$ cat config.mk
export PLATFORM = sky130hd
export DESIGN_NAME = card_uart
export DESIGN_NICKNAME = d
export VERILOG_FILES = /design/src/rtl/card_uart_pkg.sv /design/src/rtl/card_uart_baud.sv /design/src/rtl/card_uart_tx.sv /design/src/rtl/card_uart_rx.sv /design/src/rtl/card_uart.sv
export SDC_FILE = /design/constraint.sdc
export NUM_CORES = 1
export LEC_CHECK = 0
export ABC_AREA = 1
export ABC_CLOCK_PERIOD_IN_PS = 3200
export BUFFER_PORTS_ARGS = -buffer_cell sky130_fd_sc_hd__buf_2
export CAP_MARGIN = 20
export CELL_PAD_IN_SITES_DETAIL_PLACEMENT = 1
export CELL_PAD_IN_SITES_GLOBAL_PLACEMENT = 2
export CORE_ASPECT_RATIO = 0.9
export CORE_MARGIN = 3
export CORE_UTILIZATION = 35
export CTS_BUF_LIST = sky130_fd_sc_hd__clkbuf_4 sky130_fd_sc_hd__clkbuf_8
export DETAILED_ROUTE_END_ITERATION = 12
export GPL_TIMING_DRIVEN = 0
export PLACE_DENSITY = 0.91
export SKIP_CTS_REPAIR_TIMING = 1
export SLEW_MARGIN = 20
export SYNTH_ARGS = -nofsm -noshare
export SYNTH_HDL_FRONTEND = slang
export SYNTH_SLANG_ARGS = --single-unit
$ cat constraint.sdc
create_clock -name clk -period 3.2 [get_ports clk]
set_input_delay 0.48 -clock clk [delete_from_list [all_inputs] [get_ports clk]]
set_output_delay 0.48 -clock clk [all_outputs]
set_load 0.1 [all_outputs]
$ cat src/rtl/card_uart_pkg.sv
// Shared constants and state types for the smart-card UART.
// Assumes an oversampling rate that is a power of two, so the sub-bit
// counter wraps by itself at the end of every bit.
package card_uart_pkg;
    localparam int OSR = 16;
    localparam int OSW = $clog2(OSR);
    localparam logic [OSW-1:0] MID  = OSW'(OSR / 2 - 1);
    localparam logic [OSW-1:0] LAST = OSW'(OSR - 1);

    typedef enum logic [2:0] {
        TX_IDLE, TX_START, TX_DATA, TX_PAR, TX_STOP, TX_GUARD
    } tx_state_e;

    typedef enum logic [2:0] {
        RX_IDLE, RX_START, RX_DATA, RX_PAR, RX_STOP
    } rx_state_e;
endpackage

$ cat src/rtl/card_uart_baud.sv
// Oversampling tick generator. Picks an internal prescaled tick or the
// rising edge of a synchronised external clock, then divides by (div_n+1).
// Assumes ext_clk is slower than half the clk rate.
module card_uart_baud #(
    parameter int DIVW     = 8,
    parameter int PRESCALE = 1
) (
    input  logic            clk,
    input  logic            rst_n,
    input  logic            clk_sel,
    input  logic            ext_clk,
    input  logic [DIVW-1:0] div_n,
    output logic            os_tick
);
    logic            int_tick;
    logic [2:0]      ext_sync;
    logic            src_tick;
    logic [DIVW-1:0] dcnt;

    generate
        if (PRESCALE <= 1) begin : g_nopre
            assign int_tick = 1'b1;
        end else begin : g_pre
            localparam int PW = $clog2(PRESCALE);
            logic [PW-1:0] pcnt;
            // Count clk cycles to form the internal source tick.
            always_ff @(posedge clk) begin
                if (!rst_n)                          pcnt <= '0;
                else if (pcnt == PW'(PRESCALE - 1))  pcnt <= '0;
                else                                 pcnt <= pcnt + 1'b1;
            end
            assign int_tick = (pcnt == PW'(PRESCALE - 1));
        end
    endgenerate

    // Synchronise the external clock and keep one stage for edge detection.
    always_ff @(posedge clk) begin
        if (!rst_n) ext_sync <= '0;
        else        ext_sync <= {ext_sync[1:0], ext_clk};
    end

    assign src_tick = clk_sel ? (ext_sync[1] & ~ext_sync[2]) : int_tick;
    assign os_tick  = src_tick && (dcnt >= div_n);

    // Divide the source tick by div_n+1.
    always_ff @(posedge clk) begin
        if (!rst_n)        dcnt <= '0;
        else if (src_tick) dcnt <= (dcnt >= div_n) ? '0 : dcnt + 1'b1;
    end
endmodule

$ cat src/rtl/card_uart_tx.sv
// Transmit shifter. Sends start, data, parity and stop, then one guard bit.
// In the middle of the stop bit it pulses irq and samples the receive line
// for an error signal from the far end. Assumes inverse is static per frame.
module card_uart_tx
    import card_uart_pkg::*;
#(
    parameter int DW = 8
) (
    input  logic          clk,
    input  logic          rst_n,
    input  logic          os_tick,
    input  logic          inverse,
    input  logic          start,
    input  logic [DW-1:0] din,
    input  logic          rxd_s,
    output logic          line,
    output logic          load,
    output logic          irq,
    output logic          nack_bit
);
    localparam int BW = $clog2(DW);

    tx_state_e      st;
    logic [OSW-1:0] cnt;
    logic [BW-1:0]  bidx;
    logic [DW-1:0]  sh;
    logic           par;
    logic           bit_end;
    logic           cur;

    assign load    = start && (st == TX_IDLE);
    assign bit_end = os_tick && (cnt == LAST);
    assign cur     = inverse ? sh[DW-1] : sh[0];

    // Line level for the current frame position.
    always_comb begin
        case (st)
            TX_START: line = 1'b0;
            TX_DATA:  line = cur ^ inverse;
            TX_PAR:   line = par ^ inverse;
            default:  line = 1'b1;
        endcase
    end

    // Frame sequencer, shifter and stop-bit error sampling.
    always_ff @(posedge clk) begin
        if (!rst_n) begin
            st       <= TX_IDLE;
            cnt      <= '0;
            bidx     <= '0;
            sh       <= '0;
            par      <= 1'b0;
            irq      <= 1'b0;
            nack_bit <= 1'b0;
        end else begin
            irq <= 1'b0;
            if (load) begin
                st   <= TX_START;
                cnt  <= '0;
                bidx <= '0;
                sh   <= din;
                par  <= ^din;
            end else if (st != TX_IDLE && os_tick) begin
                cnt <= cnt + 1'b1;
            end
            if (bit_end) begin
                case (st)
                    TX_START: st <= TX_DATA;
                    TX_DATA: begin
                        sh   <= inverse ? {sh[DW-2:0], 1'b0} : {1'b0, sh[DW-1:1]};
                        bidx <= bidx + 1'b1;
                        if (bidx == BW'(DW - 1)) st <= TX_PAR;
                    end
                    TX_PAR:   st <= TX_STOP;
                    TX_STOP:  st <= TX_GUARD;
                    TX_GUARD: st <= TX_IDLE;
                    default:  st <= TX_IDLE;
                endcase
            end
            if (st == TX_STOP && os_tick && cnt == MID) begin
                irq      <= 1'b1;
                nack_bit <= ~rxd_s;
            end
        end
    end
endmodule

$ cat src/rtl/card_uart_rx.sv
// Receive shifter. Detects a start bit, samples each bit at its middle,
// checks even parity and the stop bit. While a parity error is pending it
// asks for the line to be held low through the stop-bit slot.
// Assumes rxd_s is already synchronised to clk.
module card_uart_rx
    import card_uart_pkg::*;
#(
    parameter int DW = 8
) (
    input  logic          clk,
    input  logic          rst_n,
    input  logic          os_tick,
    input  logic          inverse,
    input  logic          en,
    input  logic          rxd_s,
    input  logic          buf_full,
    output logic          done,
    output logic [DW-1:0] dout,
    output logic          perr,
    output logic          ferr,
    output logic          ovr_hit,
    output logic          nack
);
    localparam int BW = $clog2(DW);

    rx_state_e      st;
    logic [OSW-1:0] cnt;
    logic [BW-1:0]  bidx;
    logic           ovr_q;
    logic           bitv;
    logic           mid;
    logic           bit_end;

    assign bitv    = rxd_s ^ inverse;
    assign mid     = os_tick && (cnt == MID);
    assign bit_end = os_tick && (cnt == LAST);
    assign nack    = (st == RX_STOP) && perr;

    // Frame sequencer, bit sampler and error capture.
    always_ff @(posedge clk) begin
        if (!rst_n) begin
            st      <= RX_IDLE;
            cnt     <= '0;
            bidx    <= '0;
            dout    <= '0;
            perr    <= 1'b0;
            ferr    <= 1'b0;
            ovr_q   <= 1'b0;
            done    <= 1'b0;
            ovr_hit <= 1'b0;
        end else begin
            done    <= 1'b0;
            ovr_hit <= 1'b0;
            if (!en) begin
                st <= RX_IDLE;
            end else if (st == RX_IDLE) begin
                if (os_tick && !rxd_s) begin
                    st    <= RX_START;
                    cnt   <= '0;
                    bidx  <= '0;
                    perr  <= 1'b0;
                    ovr_q <= 1'b0;
                end
            end else begin
                if (os_tick) cnt <= cnt + 1'b1;
                if (mid) begin
                    case (st)
                        RX_START: if (rxd_s) st <= RX_IDLE;
                        RX_DATA:  dout <= inverse ? {dout[DW-2:0], bitv} : {bitv, dout[DW-1:1]};
                        RX_PAR: begin
                            perr    <= (^dout) ^ bitv;
                            ovr_q   <= buf_full;
                            ovr_hit <= buf_full;
                        end
                        RX_STOP: begin
                            ferr <= ~rxd_s;
                            done <= ~ovr_q;
                        end
                        default: ;
                    endcase
                end
                if (bit_end) begin
                    case (st)
                        RX_START: st <= RX_DATA;
                        RX_DATA: begin
                            bidx <= bidx + 1'b1;
                            if (bidx == BW'(DW - 1)) st <= RX_PAR;
                        end
                        RX_PAR:  st <= RX_STOP;
                        default: st <= RX_IDLE;
                    endcase
                end
            end
        end
    end
endmodule

$ cat src/rtl/card_uart.sv
// Smart-card half-duplex UART top. Holds the one-entry transmit and receive
// buffers, the error flags and the interrupt pulses. Merges the receiver's
// error signal onto the transmit line. Assumes rxd and ext_clk are asynchronous.
module card_uart #(
    parameter int DW       = 8,
    parameter int DIVW     = 8,
    parameter int PRESCALE = 1
) (
    input  logic            clk,
    input  logic            rst_n,
    input  logic            clk_sel,
    input  logic            ext_clk,
    input  logic [DIVW-1:0] div_n,
    input  logic            inverse,
    input  logic            tx_en,
    input  logic            rx_en,
    input  logic            tx_wr,
    input  logic [DW-1:0]   tx_wdata,
    input  logic            rx_rd,
    input  logic            rxd,
    output logic            txd,
    output logic            tx_empty,
    output logic            tx_nack,
    output logic            tx_irq,
    output logic [DW-1:0]   rx_rdata,
    output logic            rx_full,
    output logic            rx_irq,
    output logic            err_overrun,
    output logic            err_frame,
    output logic            err_parity,
    output logic            err_sum
);
    logic [1:0]    rxd_sync;
    logic          rxd_s;
    logic          os_tick;
    logic [DW-1:0] tbuf;
    logic          tx_line, tx_load, tx_nack_bit;
    logic          rx_done, rx_perr, rx_ferr, rx_ovr_hit, rx_nack;
    logic [DW-1:0] rx_word;

    // Two-stage synchroniser for the receive line (idle high).
    always_ff @(posedge clk) begin
        if (!rst_n) rxd_sync <= 2'b11;
        else        rxd_sync <= {rxd_sync[0], rxd};
    end
    assign rxd_s = rxd_sync[1];

    card_uart_baud #(.DIVW(DIVW), .PRESCALE(PRESCALE)) u_baud (
        .clk(clk), .rst_n(rst_n), .clk_sel(clk_sel), .ext_clk(ext_clk),
        .div_n(div_n), .os_tick(os_tick)
    );

    card_uart_tx #(.DW(DW)) u_tx (
        .clk(clk), .rst_n(rst_n), .os_tick(os_tick), .inverse(inverse),
        .start(tx_en && !tx_empty), .din(tbuf), .rxd_s(rxd_s),
        .line(tx_line), .load(tx_load), .irq(tx_irq), .nack_bit(tx_nack_bit)
    );

    card_uart_rx #(.DW(DW)) u_rx (
        .clk(clk), .rst_n(rst_n), .os_tick(os_tick), .inverse(inverse),
        .en(rx_en), .rxd_s(rxd_s), .buf_full(rx_full), .done(rx_done),
        .dout(rx_word), .perr(rx_perr), .ferr(rx_ferr), .ovr_hit(rx_ovr_hit),
        .nack(rx_nack)
    );

    assign txd     = tx_line & ~rx_nack;
    assign err_sum = err_overrun | err_frame | err_parity;

    // Transmit buffer: a write wins over the shifter taking the old entry.
    always_ff @(posedge clk) begin
        if (!rst_n) begin
            tbuf     <= '0;
            tx_empty <= 1'b1;
        end else if (tx_wr) begin
            tbuf     <= tx_wdata;
            tx_empty <= 1'b0;
        end else if (tx_load) begin
            tx_empty <= 1'b1;
        end
    end

    // Far-end error result, captured with the transmit interrupt.
    always_ff @(posedge clk) begin
        if (!rst_n)       tx_nack <= 1'b0;
        else if (tx_irq)  tx_nack <= tx_nack_bit;
        else if (tx_load) tx_nack <= 1'b0;
    end

    // Receive buffer: a completed character wins over a same-edge read.
    always_ff @(posedge clk) begin
        if (!rst_n) begin
            rx_rdata <= '0;
            rx_full  <= 1'b0;
            rx_irq   <= 1'b0;
        end else begin
            rx_irq <= rx_done && rx_en;
            if (rx_done && rx_en) begin
                rx_rdata <= rx_word;
                rx_full  <= 1'b1;
            end else if (rx_rd) begin
                rx_full  <= 1'b0;
            end
        end
    end

    // Error flags: disable clears all; a new event wins over a read.
    always_ff @(posedge clk) begin
        if (!rst_n || !rx_en) begin
            err_overrun <= 1'b0;
            err_frame   <= 1'b0;
            err_parity  <= 1'b0;
        end else begin
            if (rx_ovr_hit) err_overrun <= 1'b1;
            else if (rx_rd) err_overrun <= 1'b0;
            if (rx_done) begin
                err_frame  <= rx_ferr;
                err_parity <= rx_perr;
            end else if (rx_rd) begin
                err_frame  <= 1'b0;
                err_parity <= 1'b0;
            end
        end
    end
endmodule

# Yosys cells after proc, flatten, opt, wreduce, memory -nomap -nowiden
# Cells that the tools add are included.
# op_classes
add_sub_neg,5
n_lt_le_gt_ge,1
eq_ne,15
n_mux,48
n_bitwise,18
reduce_logical,41
# op_table
cell,n
3-bit 2-to-1 mux,17
8-bit 2-to-1 mux,6
2-bit nonzero test,10
1-bit 2-to-1 mux,19
4-bit AND reduction,4
8-bit parity,2
3-bit by 2-bit == test with 1-bit output (second input constant),4
3-bit == test (second input constant),4
1-bit logical AND,12
4-bit 2-to-1 mux,3
3-bit case mux with 4 select lines,1
1-bit inverter,10
5-bit OR reduction,2
3-bit case mux with 3 select lines,1
4-bit by 1-bit adder with 4-bit output (second input constant),2
8-bit by 1-bit adder with 8-bit output (second input constant),1
4-bit by 3-bit == test with 1-bit output (second input constant),2
4-bit == test (second input constant),2
8-bit >= comparator,1
3-bit by 1-bit adder with 3-bit output (second input constant),2
3-bit by 1-bit == test with 1-bit output (second input constant),2
3-bit zero test,2
1-bit zero test,4
1-bit XOR,4
other kinds (9),11
# totals
ff_bits,80
in_bits,26
out_inout_bits,18
word_cells,156

# Depth between registers and ports, before layout
# Gate-level depths: netlist of the first run.
# logic_depth
depth_word,10
mapped_depth,15

# By module
# Synthesis of the first run repeated with hierarchy kept, for this count alone.
# hier_totals
cells_unflattened,616
area_unflattened_um2,4241.6
# modules_own_cells
mod,n_inst,cells_each,area_each_um2,seq_area_each_um2
card_uart_rx,1,198,1360.1,460.4
card_uart_tx,1,196,1260.0,420.4
card_uart,1,127,932.1,500.5
card_uart_baud,1,95,689.4,220.2

# Least setup slack after synthesis of the first run
# Ideal clock, no wire load.
# synth_path
path_type,reg-to-output
startpoint,reg err_parity
endpoint,out err_sum
arrival_ns,1.734
required_ns,2.720
setup_slack_ns,0.986
stages_incl_launch_ff,3
n_path_buf,0
cell_sequence,dfxtp_1 -> nor2_1 -> nand2_1
# synth_between
elab_chain_cells,1
# synth_lines
item,line,text
"start, declared",card_uart.sv:30,"output logic err_parity,"
"start signal, assigned",card_uart.sv:117,err_parity <= rx_perr;
1-bit OR,card_uart.sv:67,assign err_sum = err_overrun | err_frame | err_parity;
"end, declared",card_uart.sv:31,output logic err_sum
# No other way between the ends.

# Worst setup path in the final report of the first run
# layout_path
startpoint,reg u_tx.st[0]
endpoint,out txd
# layout_between
elab_chain_cells,3
word_cells_on_any_way,5
cone_classes,3 x eq/ne; 1 x mux; 1 x bitwise
# layout_lines
item,line,text
"start, declared",card_uart_tx.sv:23,tx_state_e st;
"start signal, assigned",card_uart_tx.sv:48,st <= TX_IDLE;
"start signal, assigned",card_uart_tx.sv:58,st <= TX_START;
"start signal, assigned",card_uart_tx.sv:68,TX_START: st <= TX_DATA;
3-bit by 2-bit == test with 1-bit output / 3-bit by 1-bit == test with 1-bit output (equally long branches),card_uart_tx.sv:37,case (st)
1-bit case mux with 3 select lines (*),card_uart_tx.sv:37,
1-bit AND (*),card_uart.sv:66,assign txd = tx_line & ~rx_nack;
"end, declared",card_uart.sv:21,"output logic txd,"
# Every way passes the cells marked *; elsewhere a longest branch is shown, timed or not.

==> results of run 1 <==
-- final timing paths --
path | end | slack [ns]
setup / recovery | txd | 0.72
hold / removal | u_baud.ext_sync[0] | 0.30
hold reg to reg | u_baud.ext_sync[1] | 0.42
setup reg to reg | u_rx.bidx[0] | 1.10
-- state kept, by name (all words and copies together), names as in the netlist, 2 cells and up --
name,flops
u_rx.st,3
u_baud.ext_sync,3
u_rx.dout,8
u_tx.sh,8
u_tx.cnt,4
u_rx.bidx,3
u_tx.st,3
rx_rdata,8
tbuf,8
u_rx.cnt,4
u_baud.dcnt,8
rxd_sync,2
u_tx.bidx,3
-- routing by layer --
metal	part of all wire (%)	vias to the layer above	GRT usage, %
li1	-	1976	-
met1	47	1821	22.0
met2	48	47	30.9
met3	3.9	8	4.71
met4	0.92	0	4.01
met5	0	-	0
-- kinds of logic after synthesis --
| kind of cell | Yosys count | share of synthesized area (%) |
|---|---|---|
| compound gates | 101 | 13.7 |
| xor+xnor | 15 | 3.25 |
| fa+ha+maj | 15 | 4.64 |
| buf+inv | 89 | 8.63 |
| flops | 80 | 39.6 |
| simple gates | 286 | 30.2 |
-- power by group through the flow --
stage,sequential [mW],clock (mW),combinational (mW)
after floorplan,1.05,0,0.106
after global placement,1.05,0,0.159
after detailed placement,1.05,0,0.166
after CTS,1.03,0.815,0.167
after global routing,1.03,0.860,0.187
final,1.03,0.787,0.165
-- through the flow --
step                power [mW]  instances
finish                    1.98        795
global route              2.08        795
CTS                       2.01        795
detailed placement        1.22        779
global placement          1.21        779
floorplan                 1.16        586
-- worst reg2reg max path: cells and delay by family, from the launching register on --
family	cells	cell delay, ns
and+or+nand+nor	10	0.93
DFF	1	0.37
AOI/OAI and AO/OA	1	0.34
adders and majority gates	1	0.28
buffers and inverters	1	0.09
-- cells in the final DEF, fill, tap and decap left out, types with 6 or more instances in the layout --
| master | netlist | routed |
|---|---|---|
| ha_1 | 15 | 15 |
| nand2_1 | 133 | 133 |
| buf_2 | 4 | 45 |
| o21ai_0 | 53 | 53 |
| clkbuf_1 | 12 | 12 |
| xnor2_1 | 9 | 9 |
| nor3_1 | 9 | 9 |
| nor2_1 | 94 | 94 |
| nand4_1 | 6 | 6 |
| dfxtp_1 | 80 | 80 |
| clkbuf_8 | 0 | 11 |
| nand3_1 | 24 | 24 |
| a21oi_1 | 33 | 33 |
| inv_1 | 70 | 70 |
| xor2_1 | 6 | 6 |
-- area by class of cell --
type	count	share of cell area, %
tap	152	4.09
clock buffer	13	3.58
sequential	80	34.5
inverter	72	5.87
multi-input combinational	417	45.1
clock inverter	3	0.862
timing repair buffer	41	4.42
buffer	17	1.64
==> impl_metrics.ini, run 1 <==
[sta]
holdWs_ns = 0.297
rsz0062_at_grt = no
period_needed_ns = 2.48
fin_setup_tns_ns = 0
setup_viol = 0
drv_slew = 0
fmax_mhz = 403
period_share_pct = 77.6
finalHoldViolCount = 0
fin_skew_ns = 0.00719
timing.final.ws_setup_ns = 0.716
tightest_slew_ns = 0.613
slew_headroom_pct = 59.1

[placed_design]
place_congestion = 0.801
pre_cts_ws_ns = 0.878
hpwl_um = 8340
place_area_um2 = 4440
port_buffers = 41

[critical_path]
end_kind = output pin
r2r-start = u_baud.dcnt[0]
crit_family = buffers and inverters
crit_required_ns = 2.72
cp-startpoint = u_tx.st[0]
path_cells = nand2_1 -> nor2_1 -> nand2_1 -> o21ai_0 -> nand2_1 -> o211ai_1 -> o211ai_1 -> inv_1 -> buf_2
critPathBufInv = 2
critPathSlowestCell = buf_2
cp.arrival_ns = 2.00
ff2ff_path_depth = 13
critPathMaxFanout = 5
critical_path_class = flop to output pin
cp_slowest_stage_delay_ns = 0.42
cpMostUsedCell = nand2_1
cp.depth = 9
start_kind = flop

[floorplan]
die_area_um2 = 12900
io_pins = 44
die_x_um = 119
coreArea_um2 = 11000
start_util_pct = 36.7
dieHeight_um = 108
num_rows = 36

[clocking]
htree_num_levels = 3
cts_inserted_buffers = 9
clk_pin_slew_worst_paths_ns = 0.08
clk_path_buf_depth = 2
root_buffer = clkbuf_8
clock-sinks = 80
cts_tree = yes
insertion_delay_ns = 0.36

[logic_synthesis]
yosys.area.top_type = dfxtp_1
ys_ff_latch = 80
yosysTopAreaCellShare_pct = 39.6
synth.distinct_cells = 38
syn-cell-area_um2 = 4050
avgSynthCellArea_um2 = 6.90
yosysWarnings = 0
syn_inst = 586
synthesis.nets = 627
yosysMostFrequentCell = nand2_1
synthTopCellsByArea = dfxtp_1, nand2_1, nor2_1, o21ai_0, inv_1
synthFlopType = dfxtp_1
synth_common_cells = nand2_1, nor2_1, dfxtp_1
synth_edf_count = 0
yosysSeqAreaShare_pct = 39.6
synthArstFlopShare_pct = 0

[finish]
nFillCells = 1480
post-route-util_pct = 42.1
nNetsFinal = 679
seqCellArea_um2 = 1600
postLayoutCellArea_um2 = 4650
multiInputGateArea_um2 = 2090
area_growth_pct = 14.9
layout-drive-gt1-share_pct = 12.6
diodes = 0

[global_routing]
antenna_found_initial = 0
track_usage_pct = 17.7
grt-ovfl-total = 0
grt_first_pass_wirelength_um = 18300
grt_max_degree = 13
first_global_vias = 3825

[detailed_routing]
routedWlPerCell_um = 13.7
final_antenna_net_count = 0
viasPerCell = 4.85
drtPass1Iterations = 4
num_vias = 3852
totalWireLength_um = 10900
drtIter0Drc = 138
drc_errors = 0

[power]
ir_drop_mv = 0.238
power_switching_mw = 0.491
power_frac_clock_pct = 39.8
combPwrFrac_pct = 8.3
internal-power_mw = 1.49
seqPwrFrac_pct = 51.9
leakagePower_nw = 2.14
swShare_pct = 24.8
power_density_nw_per_um2 = 426

[job]
cap_violations = 0

[hold_path]
hp-class = primary input to flop
hold_depth = 3
min-delay-start = ext_clk

[outcome]
status = completed
Note: power is estimated with default switching activity, not from simulation.
==> inputs of run 2 (changes only) <==
ABC_CLOCK_PERIOD_IN_PS = 2040   (was 3200)
CORE_UTILIZATION = 31   (was 35)
PLACE_DENSITY = 0.86   (was 0.91)
clock period = 2.04 ns   (was 3.2 ns; I/O delays follow)
==> run 2 against run 1 <==
Against the previous run:
- the flow now finishes with violations (negative setup slack)
- critical path depth is 5 higher
- global-route usage down 2.0 points
- wire length grew 7.0%
- critical path type is now flop to flop
- largest power group unchanged
==> impl_metrics.ini, run 2 (same netlist as run 1, synthesis figures left out) <==
[critical_path]
critPathMaxFanout = 6
r2r-start = u_baud.dcnt[0]
cp.arrival_ns = 2.33
critical_path_class = flop to flop
r2r_setup_slack_ns = -0.05
crit_required_ns = 2.28
end_kind = flop
start_kind = flop
r2r-end = u_tx.bidx[1]
ff2ff_path_depth = 14

[clocking]
insertion_delay_ns = 0.36
cts_inserted_buffers = 9
root_buffer = clkbuf_8
clk_pin_slew_worst_paths_ns = 0.08
htree_num_levels = 3
cts_tree = yes
clk_path_buf_depth = 2
clock-sinks = 80

[power]
seqPwrFrac_pct = 49.5
power_frac_clock_pct = 41.5
leakagePower_nw = 2.30
power_switching_mw = 0.795
ir_drop_mv = 0.431
swShare_pct = 24.4
power.total_mw = 3.25
combPwrFrac_pct = 9.0
internal-power_mw = 2.46
power_density_nw_per_um2 = 640

[sta]
drv_slew = 0
timing.final.ws_setup_ns = -0.0499
fmax_mhz = 478
rsz0062_at_grt = yes
period_needed_ns = 2.09
slew_headroom_pct = 55.1
setup_viol = 15
period_share_pct = 102
finalHoldViolCount = 0
holdWs_ns = 0.135
fin_skew_ns = 0.0176
tightest_slew_ns = 0.674

[detailed_routing]
totalWireLength_um = 11600
viasPerCell = 4.78
drtPass1Iterations = 4
drc_errors = 0
final_antenna_net_count = 0
num_vias = 3932
drtIter0Drc = 144
routedWlPerCell_um = 14.1

[global_routing]
antenna_found_initial = 0
use_met2_pct = 25.8
gr-usage-met1_pct = 21.0
grt_max_degree = 13
first_global_vias = 3939
grt-ovfl-total = 0
track_usage_pct = 15.7
busiest_layer = met2
grt_first_pass_wirelength_um = 18700
grtUsageMet3_pct = 3.22

[placed_design]
place_congestion = 0.763
hpwl_um = 8140
port_buffers = 41

[outcome]
status = finished, violations left
violations = negative setup slack

[finish]
diodes = 0
nNetsFinal = 700
area_growth_pct = 25.7
layout-drive-gt1-share_pct = 21.3
final_cell_mix = nand2_1, nor2_1, dfxtp_1
nFillCells = 1569
layout_commonest_cell = nand2_1
post-route-util_pct = 41.0

[floorplan]
die_x_um = 126
num_rows = 38
die_area_um2 = 14500
coreArea_um2 = 12400
start_util_pct = 32.6
dieHeight_um = 114
io_pins = 44

[hold_path]
min-delay-start = rxd
hp-class = primary input to flop
hold_depth = 2
min_to = rxd_sync[0]

[job]
cap_violations = 0
[run 2: area by class of cell]
| type | instances | area [um2] | share of cell area (%) |
|---|---|---|---|
| Inverter | 72 | 275 | 5.41 |
| Multi-Input combinational cell | 417 | 2270 | 44.6 |
| Clock buffer | 12 | 159 | 3.13 |
| Timing Repair Buffer | 62 | 418 | 8.22 |
| Tap cell | 160 | 200 | 3.94 |
| Clock inverter | 3 | 65.1 | 1.28 |
| Buffer | 17 | 80.1 | 1.58 |
| Sequential cell | 80 | 1620 | 31.8 |
[run 2: worst max path at each step]
stage | startpoint | to | slack, ns | depth (start not counted)
2_1_floorplan | err_frame | err_sum | 0.02 | 2
3_3_place_gp | div_n[3] | u_tx.bidx[1] | -0.05 | 15
3_5_place_dp | div_n[3] | u_rx.cnt[2] | -0.13 | 14
4_1_cts | u_tx.st[0] | txd | -0.31 | 9
5_1_grt | u_baud.dcnt[0] | u_tx.sh[7] | -0.16 | 14
6_report | u_baud.dcnt[0] | u_tx.bidx[1] | -0.05 | 14
[run 2: power by group through the flow]
stage          clock network (mW)  registers, mW  logic [mW]
6_report                     1.35           1.61       0.293
5_1_grt                      1.45           1.62       0.330
4_1_cts                      1.39           1.61       0.262
3_5_place_dp                    0           1.65       0.259
3_3_place_gp                    0           1.65       0.251
2_1_floorplan                   0           1.65       0.166
[run 2: per-layer routing]
layer	share of wire [%]	routed length, um
met1	48	5570
met2	48	5540
met3	2.9	335
met4	1.7	202
met5	0	0
[run 2: through the flow]
step                setup TNS (ns)  area (um2)  std cells  setup slack [ns]
finish                      -0.412        5080        823           -0.0499
global route                 -2.60        5080        823            -0.164
CTS                          -1.69        4680        802            -0.312
detailed placement           -1.82        4450        787            -0.131
global placement            -0.561        4450        787           -0.0455
floorplan                        0        4050        586            0.0204
[run 2: critical path, stage by stage, from the launching register on]
cell	delay [ns]
dfxtp_2	0.36
inv_2	0.06
ha_4	0.26
nand2_2	0.04
nor2_1	0.08
nor2_1	0.04
nand2_1	0.07
nand2_2	0.08
a21oi_4	0.27
nand2_4	0.13
nor2_8	0.19
clkinv_4	0.11
buf_8	0.15
o21ai_2	0.10
nor2_1	0.05
==> inputs of run 3 (changes only) <==
SKIP_CTS_REPAIR_TIMING = unset   (was 1)
==> run 3 against run 2 <==
Against the previous run:
- the run now ends clean
- critical path depth unchanged
- global-route usage up 0.13 points
- clock-buffer cell count unchanged
- register-to-register slack better by 0.11 ns
- hold slack better by 0.0011 ns
- final area down 2.6%
- first-iteration DRC count down 10%
- cell count down 1.2%
- highest routed layer unchanged
- largest power group unchanged
- wire length down 3.2%
==> impl_metrics.ini, run 3 (same netlist as run 1, synthesis figures left out) <==
[critical_path]
crit_required_ns = 2.30
end_kind = flop
cp.arrival_ns = 2.23
start_kind = flop
critical_path_class = flop to flop
critPathMaxFanout = 5

[sta]
timing.final.ws_setup_ns = 0.0650
fin_setup_tns_ns = 0
rsz0062_at_grt = yes
slew_headroom_pct = 53.5
setup_viol = 0
drv_slew = 0
finalHoldViolCount = 0
fmax_mhz = 506
holdWs_ns = 0.136
fin_skew_ns = 0.0121
period_share_pct = 96.8
tightest_slew_ns = 0.698
period_needed_ns = 1.97

[global_routing]
grt_first_pass_wirelength_um = 18900
first_global_vias = 3950
antenna_found_initial = 0
grt-ovfl-total = 0
grt_max_degree = 13
track_usage_pct = 15.8

[finish]
final_cells = 813
nNetsFinal = 690
diodes = 0
post-route-util_pct = 39.9
area_growth_pct = 22.4
layout-drive-gt1-share_pct = 18.5
postLayoutCellArea_um2 = 4950
nFillCells = 1587
final_cell_mix = nand2_1, nor2_1, dfxtp_1
layout_commonest_cell = nand2_1

[clocking]
cts_inserted_buffers = 9
cts_tree = yes
clock-sinks = 80
root_buffer = clkbuf_8
clk_pin_slew_worst_paths_ns = 0.08
clk_path_buf_depth = 2
insertion_delay_ns = 0.36
htree_num_levels = 3

[detailed_routing]
drtIter0Drc = 129
num_vias = 3854
drtPass1Iterations = 4
final_antenna_net_count = 0
drc_errors = 0
totalWireLength_um = 11300
viasPerCell = 4.74
routedWlPerCell_um = 13.9

[floorplan]
dieHeight_um = 114
die_x_um = 126
die_area_um2 = 14500
coreArea_um2 = 12400
io_pins = 44
num_rows = 38
start_util_pct = 32.6

[hold_path]
hp-class = primary input to flop

[placed_design]
pre_cts_ws_ns = -0.131
hpwl_um = 8140
place_area_um2 = 4450
place_congestion = 0.763
dpl.cell_count = 787
port_buffers = 41

[job]
cap_violations = 0

[power]
ir_drop_mv = 0.427
power.total_mw = 3.24
leakagePower_nw = 2.24
power_density_nw_per_um2 = 654

[outcome]
status = completed
## run 3: cell type report
cell class | instances | area (um2) | share of cell area, %
multi-input cells | 418 | 2230 | 45.1
flip-flops and latches | 80 | 1610 | 32.6
repair buffers | 51 | 328 | 6.62
inverters | 72 | 275 | 5.56
well taps | 160 | 200 | 4.04
clock buffers | 12 | 159 | 3.21
plain buffers | 17 | 80.1 | 1.62
clock inverters | 3 | 65.1 | 1.31
## run 3: timing repair
item,in CTS,in global routing
pin swaps,4,14
setup endpoints to repair,25,36
setup buffers,3,6
gates cloned,1,1
hold buffers,0,0
resized for setup,11,42
endpoints found under the hold margin,0,0
## run 3: final timing paths
check	from	end	slack (ns)	cells after the start
max	u_baud.dcnt[0]	u_rx.dout[7]	0.07	14
min	rxd	rxd_sync[0]	0.14	2
max reg2reg	u_baud.dcnt[0]	u_rx.dout[7]	0.07	14
min reg2reg	u_baud.ext_sync[1]	u_baud.ext_sync[2]	0.42	2
## run 3: where the power goes
part | switching, mW | total [mW] | leakage, nW | internal [mW]
combinational | 0.180 | 0.282 | 1.47 | 0.102
sequential | 0.0227 | 1.61 | 0.652 | 1.59
clock | 0.583 | 1.35 | 0.116 | 0.762
## run 3: worst max-delay path, cell delays in order (launching register included)
cell,delay (ns)
dfxtp_2,0.35
inv_2,0.06
ha_4,0.25
nand2_1,0.04
nor2_1,0.10
nor2_1,0.04
nand2_1,0.07
nand2_2,0.08
a21oi_4,0.23
buf_6,0.15
nand3_4,0.10
nor2_4,0.21
nand2_1,0.08
nand2_1,0.06
nor2_1,0.05
## run 3: per-layer routing
metal / wire [um] / GRT usage (%)
met1: 5490 / 21.1
met2: 5330 / 26.3
met3: 271 / 3.17
met4: 187 / 4.15
met5: 0 / 0
